[src/rtl/wkup_pkg.sv]
`timescale 1ns/1ps
package wkup_pkg;
  localparam int unsigned REG_W = 32;

  typedef enum logic [1:0] {
    WK_ADDR_CFG  = 2'd0,
    WK_ADDR_CLR  = 2'd1,
    WK_ADDR_FLAG = 2'd2
  } wk_addr_e;

  typedef enum logic [1:0] {
    WK_PULL_NONE = 2'd0,
    WK_PULL_UP   = 2'd1,
    WK_PULL_DOWN = 2'd2,
    WK_PULL_RSVD = 2'd3
  } wk_pull_e;

  // returns {down, up}; reserved code acts as no pull
  function automatic logic [1:0] pull_decode(input logic [1:0] code);
    logic [1:0] res;
    res = 2'b00;
    if (code == WK_PULL_UP) res = 2'b01;
    else if (code == WK_PULL_DOWN) res = 2'b10;
    return res;
  endfunction
endpackage

[src/rtl/wkup_sync.sv]
`timescale 1ns/1ps
module wkup_sync #(
  parameter int unsigned WIDTH  = 4,
  parameter int unsigned STAGES = 2
) (
  input  logic             clk_i,
  input  logic             rst_ni,
  input  logic [WIDTH-1:0] d_i,
  output logic [WIDTH-1:0] q_o
);
  generate
    if (STAGES == 0) begin : g_bypass
      assign q_o = d_i;
    end else begin : g_ff
      logic [STAGES-1:0][WIDTH-1:0] pipe_q;
      always_ff @(posedge clk_i or negedge rst_ni) begin
        if (!rst_ni) begin
          pipe_q <= '0;
        end else begin
          pipe_q[0] <= d_i;
          for (int s = 1; s < STAGES; s++) pipe_q[s] <= pipe_q[s-1];
        end
      end
      assign q_o = pipe_q[STAGES-1];
    end
  endgenerate
endmodule

[src/rtl/wkup_regs.sv]
`timescale 1ns/1ps
module wkup_regs
  import wkup_pkg::*;
#(
  parameter int unsigned NUM_PINS = 4
) (
  input  logic                clk_i,
  input  logic                rst_ni,
  input  logic                wr_i,
  input  logic [1:0]          addr_i,
  input  logic [REG_W-1:0]    wdata_i,
  input  logic [NUM_PINS-1:0] flags_i,
  output logic [REG_W-1:0]    rdata_o,
  output logic [NUM_PINS-1:0] en_o,
  output logic [NUM_PINS-1:0] pol_o,
  output logic [NUM_PINS-1:0] pull_up_o,
  output logic [NUM_PINS-1:0] pull_down_o,
  output logic [NUM_PINS-1:0] clr_o
);
  localparam int unsigned POL_LSB  = NUM_PINS;
  localparam int unsigned PULL_LSB = 2 * NUM_PINS;
  localparam int unsigned CFG_W    = 4 * NUM_PINS;

  wk_addr_e addr;
  assign addr = wk_addr_e'(addr_i);

  logic [NUM_PINS-1:0]      en_q, pol_q;
  logic [2*NUM_PINS-1:0]    pull_q;
  logic                     cfg_we;

  assign cfg_we = wr_i && (addr == WK_ADDR_CFG);

  always_ff @(posedge clk_i or negedge rst_ni) begin
    if (!rst_ni) begin
      en_q   <= '0;
      pol_q  <= '0;
      pull_q <= '0;
    end else if (cfg_we) begin
      en_q   <= wdata_i[NUM_PINS-1:0];
      pol_q  <= wdata_i[POL_LSB +: NUM_PINS];
      pull_q <= wdata_i[PULL_LSB +: 2*NUM_PINS];
    end
  end

  assign clr_o = (wr_i && addr == WK_ADDR_CLR) ? wdata_i[NUM_PINS-1:0] : '0;
  assign en_o  = en_q;
  assign pol_o = pol_q;

  generate
    for (genvar i = 0; i < NUM_PINS; i++) begin : g_pull
      logic [1:0] dec;
      assign dec            = pull_decode(pull_q[2*i +: 2]);
      assign pull_up_o[i]   = dec[0];
      assign pull_down_o[i] = dec[1];
    end
    if (CFG_W < REG_W) begin : g_unused
      logic unused_wdata;
      assign unused_wdata = ^wdata_i[REG_W-1:CFG_W];
    end
  endgenerate

  always_comb begin
    rdata_o = '0;
    case (addr)
      WK_ADDR_CFG: rdata_o[CFG_W-1:0] = {pull_q, pol_q, en_q};
      WK_ADDR_FLAG: rdata_o[NUM_PINS-1:0] = flags_i;
      default: rdata_o = '0;
    endcase
  end
endmodule

[src/rtl/wkup_detect.sv]
`timescale 1ns/1ps
module wkup_detect #(
  parameter int unsigned NUM_PINS = 4
) (
  input  logic                clk_i,
  input  logic                rst_ni,
  input  logic [NUM_PINS-1:0] lvl_i,
  input  logic [NUM_PINS-1:0] en_i,
  input  logic [NUM_PINS-1:0] pol_i,
  output logic [NUM_PINS-1:0] evt_o
);
  logic [NUM_PINS-1:0] lvl_q, en_q;

  always_ff @(posedge clk_i or negedge rst_ni) begin
    if (!rst_ni) begin
      lvl_q <= '0;
      en_q  <= '0;
    end else begin
      lvl_q <= lvl_i;
      en_q  <= en_i;
    end
  end

  generate
    for (genvar i = 0; i < NUM_PINS; i++) begin : g_pin
      logic act_now, act_prev;
      // previous sample judged against current polarity: polarity change alone is no event
      assign act_now  = lvl_i[i] ^ pol_i[i];
      assign act_prev = lvl_q[i] ^ pol_i[i];
      assign evt_o[i] = en_i[i] & act_now & (~act_prev | ~en_q[i]);
    end
  endgenerate
endmodule

[src/rtl/wkup_flags.sv]
`timescale 1ns/1ps
module wkup_flags #(
  parameter int unsigned NUM_PINS = 4
) (
  input  logic                clk_i,
  input  logic                rst_ni,
  input  logic [NUM_PINS-1:0] evt_i,
  input  logic [NUM_PINS-1:0] clr_i,
  output logic [NUM_PINS-1:0] flag_o,
  output logic                req_o
);
  logic [NUM_PINS-1:0] flag_q;

  always_ff @(posedge clk_i or negedge rst_ni) begin
    if (!rst_ni) flag_q <= '0;
    else         flag_q <= (flag_q & ~clr_i) | evt_i;
  end

  assign flag_o = flag_q;
  assign req_o  = |flag_q;
endmodule

[src/rtl/wkup_pin_ctrl.sv]
`timescale 1ns/1ps
module wkup_pin_ctrl
  import wkup_pkg::*;
#(
  parameter int unsigned NUM_PINS    = 4,
  parameter int unsigned SYNC_STAGES = 2
) (
  input  logic                clk_i,
  input  logic                rst_ni,
  input  logic [NUM_PINS-1:0] wkup_pin_i,
  input  logic                reg_wr_i,
  input  logic [1:0]          reg_addr_i,
  input  logic [REG_W-1:0]    reg_wdata_i,
  output logic [REG_W-1:0]    reg_rdata_o,
  output logic                wake_req_o,
  output logic [NUM_PINS-1:0] pull_up_o,
  output logic [NUM_PINS-1:0] pull_down_o
);
  logic [NUM_PINS-1:0] pin_s, cfg_en, cfg_pol, clr_vec, evt_vec, flag_q;

  wkup_sync #(.WIDTH(NUM_PINS), .STAGES(SYNC_STAGES)) u_sync (
    .clk_i, .rst_ni, .d_i(wkup_pin_i), .q_o(pin_s)
  );

  wkup_regs #(.NUM_PINS(NUM_PINS)) u_regs (
    .clk_i, .rst_ni,
    .wr_i(reg_wr_i), .addr_i(reg_addr_i), .wdata_i(reg_wdata_i),
    .flags_i(flag_q), .rdata_o(reg_rdata_o),
    .en_o(cfg_en), .pol_o(cfg_pol),
    .pull_up_o(pull_up_o), .pull_down_o(pull_down_o),
    .clr_o(clr_vec)
  );

  wkup_detect #(.NUM_PINS(NUM_PINS)) u_detect (
    .clk_i, .rst_ni, .lvl_i(pin_s), .en_i(cfg_en), .pol_i(cfg_pol), .evt_o(evt_vec)
  );

  wkup_flags #(.NUM_PINS(NUM_PINS)) u_flags (
    .clk_i, .rst_ni, .evt_i(evt_vec), .clr_i(clr_vec), .flag_o(flag_q), .req_o(wake_req_o)
  );
endmodule

[config.mk]
export PLATFORM = sky130hd
export DESIGN_NAME = wkup_pin_ctrl
export DESIGN_NICKNAME = d
export VERILOG_FILES = /design/src/rtl/wkup_pkg.sv /design/src/rtl/wkup_sync.sv /design/src/rtl/wkup_regs.sv /design/src/rtl/wkup_detect.sv /design/src/rtl/wkup_flags.sv /design/src/rtl/wkup_pin_ctrl.sv
export SDC_FILE = /design/constraint.sdc
export NUM_CORES = 1
export LEC_CHECK = 0
export ABC_AREA = 1
export BUFFER_PORTS_ARGS = -buffer_cell sky130_fd_sc_hd__buf_2
export CAP_MARGIN = 10
export CORE_UTILIZATION = 45
export DETAILED_ROUTE_END_ITERATION = 10
export PLACE_DENSITY = 0.79
export SETUP_SLACK_MARGIN = 0.05
export SYNTH_ARGS = -nofsm -noshare
export SYNTH_HDL_FRONTEND = slang
export SYNTH_SLANG_ARGS = --single-unit
[constraint.sdc]
create_clock -name clk_i -period 1.3 [get_ports clk_i]
set_clock_uncertainty 0.2 [all_clocks]
set_input_delay 0.13 -clock clk_i [delete_from_list [all_inputs] [get_ports clk_i]]
set_output_delay 0.13 -clock clk_i [all_outputs]
set_load 0.05 [all_outputs]
Word-level counts from Yosys, hierarchy flattened:

Cells that the tools add are included.

* bits of input ports: 41
* register bits: 36
* latch bits: 0
* bits in read-only memories: 0
* memory bits (writable): 0
* word-level logic and storage cells: 64
* memories kept: 0

* divide/modulo/power cells: 0
* bitwise gates (word level): 31
* $mul: 0
* $add $sub $neg: 0
* shift-type cells: 0
* reduce and logical (&&, ||, !) cells: 4
* muxes and demuxes: 11
* magnitude comparators: 0
* equality and inequality tests: 10

Operator list (count)
* 2-bit two-way mux: 8
* 12-bit two-way mux: 1
* 2-bit by 1-bit == test with 1-bit output (second input constant): 5
* 2-bit == test (second input constant): 5
* 1-bit bitwise AND: 8
* 1-bit inverter: 8
* 4-bit one-hot mux with 2 select lines: 1
* 1-bit XOR: 8
* 4-bit bitwise AND: 1
* 4-bit two-way mux: 1
* 4-bit inverter: 1
* 1-bit bitwise OR: 4
* 4-bit bitwise OR: 1
* 4-bit OR reduction: 1
* 1-bit logical AND: 2
* 2-bit zero test: 1

Logic depth before layout (Yosys ltp):

* word-level depth: 6
* gate-level depth with buffers: 5

Hierarchy:

Synthesis repeated with hierarchy kept, for this count alone.

* cell total of the unflattened synthesis: 228
* area total of the unflattened synthesis: 1820.5 µm²

Modules (own cells, without submodules)
* wkup_regs: area an instance 1063.5 µm², times used 1, cells an instance 145, sequential area each 400.4 µm²
* wkup_detect: area an instance 355.3 µm², times used 1, cells an instance 48, sequential area each 200.2 µm²
* wkup_sync: area an instance 230.2 µm², times used 1, cells an instance 12, sequential area each 200.2 µm²
* wkup_flags: area an instance 171.4 µm², times used 1, cells an instance 23, sequential area each 100.1 µm²

Worst setup path before layout:

OpenSTA, ideal clock, no wires.

* path type: input to output
* from: input port reg_addr_i[1]
* to: output port reg_rdata_o[0]
* cell stages on the path: 3
* arrival: 1514 ps
* buffers on the path: 0
* path slack: -544 ps
* path through: inv_1 or2_4 o21ai_0

* cells in the longest elaborated chain, start to end: 2
* elaborated cells between the ends (all ways): 3
* those cells by class: eq/ne (1); mux (1); reduce/logical (1)

Ends and longest elaborated chain
* start: declaration: RTL line wkup_pin_ctrl.sv:12 `input logic [1:0] reg_addr_i,`
* 2-bit == test or 2-bit zero test (tied branches): RTL line wkup_regs.sv:64 `case (addr)`
* 4-bit one-hot mux with 2 select lines (*): RTL line wkup_regs.sv:64
* end: declaration: RTL line wkup_pin_ctrl.sv:14 `output logic [REG_W-1:0] reg_rdata_o,`

Mark *: on every way between the ends. The rest lies on a longest branch, timed or not.

Final worst setup path:

* from: register u_flags.flag_q[1] (netlist: u_flags.flag_o[1])
* to: output port wake_req_o

* cells in the longest elaborated chain, start to end: 1

Ends and longest elaborated chain
* start: declaration: RTL line wkup_flags.sv:12 `logic [NUM_PINS-1:0] flag_q;`
* start signal: assignment: RTL line wkup_flags.sv:16 `else flag_q <= (flag_q & ~clr_i) | evt_i;`
* 4-bit OR reduction: RTL line wkup_flags.sv:20 `assign req_o = |flag_q;`
* end: declaration: RTL line wkup_pin_ctrl.sv:15 `output logic wake_req_o,`

Every way passes these cells.

==> flow_results.org <==
** Finish
- From synthesis to final layout, the design area changed by 61.69%.
- Most frequent cells in the layout :: 62 x sky130_fd_sc_hd__nand2_1, 36 x sky130_fd_sc_hd__dfrtp_1, 25 x sky130_fd_sc_hd__buf_4
- Register area :: 900.9 um2
- In the final layout, the multi-input gates occupy 695.7 um2.
- ANT cells :: 0
- Final standard cell count with taps included and fillers excluded :: 351
- Summing all non-filler instances in the final layout gives an area of 2709 um2.
- For this run, the post-layout net count is 345.
- For this run, the share of the core covered by cells in the final layout is 78.70%.
- Count of fill cells added during filler insertion :: 231
- Layout cells sized above 1 :: 42.62%
- Most common library cell in the layout ignoring fill and taps :: sky130_fd_sc_hd__nand2_1

** Worst hold path
- Start point of the worst hold path :: reg_wr_i
- The tightest min-delay check is of the in -> reg type.
- Along the worst hold path, the cell count comes to 3.
- For hold timing, the worst endpoint is u_regs.en_o[1].

** Route
- Via count normalized by instance count :: 4.635
- For this run, the detailed router's first-pass iteration total came to 4.
- In this run the remaining antenna-violating nets after routing total 0.
- In the final routed layout, each cell accounts on average for 12.39 um.
- DRT Wirelength :: 4350 um
- For this block, the initial DRC count from the detailed router was 78.
- DRC violations left :: 0
- The routed layout has 1627 vias.

** Yosys
- Counting every instance in the synthesized netlist gives 205.
- The synthesized netlist occupies a cell area of 1675 um2.
- Summing the sequential cell areas from Yosys gives 53.77% of the chip area.
- Averaged over all synthesized cells, the footprint is 8.172 um2.
- The synthesized netlist contains 16 unique library cells.
- During synthesis, Yosys emitted a total of 0 warnings.
- The synthesized design contains 36 register bits.

** Critical path
- Slowest CP cell :: sky130_fd_sc_hd__dfrtp_1
- The worst register-to-register path ends at u_flags.flag_o[3].
- STA classifies the critical path startpoint as a flip-flop.
- The largest single stage delay on the critical path is 0.40 ns.
- Worst path cell trace :: inv_2, nand4_1, buf_6
- Critical path fanouts, max :: 2
- Endpoint kind of the worst setup timing path :: output pin
- Across all register-to-register paths, the minimum setup slack is 0.05 ns.
- Arrival time reported for the critical path endpoint :: 1.07 ns
- Required time at the endpoint of the critical path :: 0.97 ns
- The worst setup path is of the reg -> out kind.
- Number of cells on the worst reg-to-reg path :: 7
- The startpoint identified for the worst register-to-register timing path is u_regs.pol_o[3].
- Crit. Startpoint :: u_flags.flag_o[1]

** Clocking
- Clock buffer depth :: 2
- CTS tree :: built
- Clock slew at reported path FFs :: 0.07 ns
- The tree is rooted in a sky130_fd_sc_hd__clkbuf_8.
- TritonCTS created 5 clock buffers.
- CTS H-Tree Depth :: 2
- Clock latency at the later pin of the worst-skew pair :: 0.28 ns
- Clock Sinks :: 36

** Placement
- Timing analysis after detailed placement gives a worst setup slack of -0.003516 ns.
- The number of placed instances, taps included, is 303.
- Input and output buffers added on the ports amount to 49.
- Placer Congestion :: 0.7478
- Sum of net half-perimeters after detailed placement :: 2367 um
- Cell area after placement :: 1982 um2

** Floorplan
- Die Span Y :: 63.02 um
- Area of the die :: 3971 um2
- Starting density of the core :: 48.67%
- In this run the core area contains 21 standard-cell rows.
- Core Area :: 3442 um2
- 82 I/O pins were placed.
- Measured along the x axis, the die boundary spans 63.02 um.

** Run status
- The flow ran to the end, but the final reports show violations.
- Failing checks :: setup timing

** Global routing
- Total routing usage reported by global routing :: 23.50%
- Largest net degree at the start of global routing :: 37
- The via count of the first global-routing pass was 1580.
- Leftover overflow at the end of global routing :: 0
- Global-route wire length before repair :: 7100 um
- The number of antenna violations at the first check in global routing is 0.

** STA
- Setup repair after global routing missed its margin :: true
- After layout, the worst path uses 107.9% of the clock period.
- Summed over all failing endpoints, the final setup total negative slack is -1.044 ns.
- Number of hold violations in the final report :: 0
- Worst Hold Margin :: 0.02195 ns
- Maximum clock rate :: 713.1 MHz
- Count of final setup violators :: 23
- Final max-slew violation count :: 0
- Counting I/O delays and the setup requirement, the final critical path takes 1.402 ns.
- After layout, the worst setup slack is -0.1024 ns.

** Run
- Number of max-cap violations :: 0

** Pwr
- Power spread over the standard cell area amounts to 1345 nW/um2.
- Worst voltage drop across the vdd grid :: 1.274 mV
- For this design the static power due to leakage is 1.411 nW.
- Total power :: 3.643 mW
## timing repair
| item | CTS | global route |
|---|---|---|
| resized for setup | 78 | 20 |
| pin swaps | 17 | 9 |
| setup endpoints to repair | 25 | 26 |
| endpoints found under the hold margin | 60 | 0 |
| setup buffers | 13 | 5 |
| hold buffers | 23 | 0 |
## report_power, final
group	total, mW	internal (mW)	switching [mW]
registers	1.40	1.27	0.123
clock network	0.950	0.569	0.381
logic	1.30	0.502	0.795
## state kept, by name (all words and copies together), names as in the netlist
| signal | cells |
|---|---|
| u_flags.flag_o | 4 |
| u_regs.pull_q | 8 |
| u_sync.q_o | 4 |
| u_regs.en_o | 4 |
| u_detect.lvl_q | 4 |
| u_detect.en_q | 4 |
| u_sync.g_ff.pipe_q | 4 |
| u_regs.pol_o | 4 |
## kinds of logic (layout without fill, tap and decap cells)
logic type	count (synthesis)	after routing	share of synthesized area, %
AO/OA/AOI/OAI	4	4	1.195
buffers and inverters	44	129	14.49
flip-flops	36	36	53.77
other	1	16	0.2238
AND/OR/NAND/NOR	120	120	30.32
## area by class of cell
class | instances | share of cell area [%]
flip-flops and latches | 36 | 33.26
repair buffers | 99 | 31.82
multi-input cells | 140 | 25.68
inverters | 22 | 3.141
clock buffers | 6 | 2.679
well taps | 46 | 2.125
clock inverters | 2 | 1.293
## synth_stat cells
library cell                n  share of area [%]
sky130_fd_sc_hd__nor2_4     1               0.67
sky130_fd_sc_hd__o21ai_0    4                1.2
sky130_fd_sc_hd__nand2_4    1               0.67
sky130_fd_sc_hd__nand3_1   20                6.0
sky130_fd_sc_hd__nor2_1    28                6.3
sky130_fd_sc_hd__buf_2      2               0.60
sky130_fd_sc_hd__inv_1     21                4.7
sky130_fd_sc_hd__conb_1     1               0.22
sky130_fd_sc_hd__buf_6      1               0.67
sky130_fd_sc_hd__dfrtp_1   36                 54
sky130_fd_sc_hd__nand2_1   64                 14
sky130_fd_sc_hd__nand4_1    5                1.9
sky130_fd_sc_hd__clkbuf_1   1               0.22
sky130_fd_sc_hd__or2_4      1               0.52
sky130_fd_sc_hd__inv_2      1               0.22
sky130_fd_sc_hd__buf_4     18                8.1
## critical path, delay by kind of cell, from the launching register on
kind,cells,cell delay [ns]
buffers and inverters,2,0.25
flip-flops,1,0.40
AND/OR/NAND/NOR,1,0.13
## routing by layer
layer	GRT usage, %	vias up	share of wire [%]
met5	0	-	0
met2	41.67	68	55
met1	28.18	756	38
met3	6.204	4	6.1
li1	-	799	-
met4	5.233	0	0.62
## worst max-delay path by stage
| stage | endpoint | slack, ns | cells past startpoint |
|---|---|---|---|
| after floorplan | reg_rdata_o[0] | -0.17 | 3 |
| after global placement | reg_rdata_o[2] | -0.02 | 5 |
| after detailed placement | reg_rdata_o[2] | -0.004 | 5 |
| after CTS | wake_req_o | -0.07 | 3 |
| after global routing | wake_req_o | -0.14 | 3 |
| final | wake_req_o | -0.10 | 3 |
No activity file was read; power rests on OpenSTA's default activity.
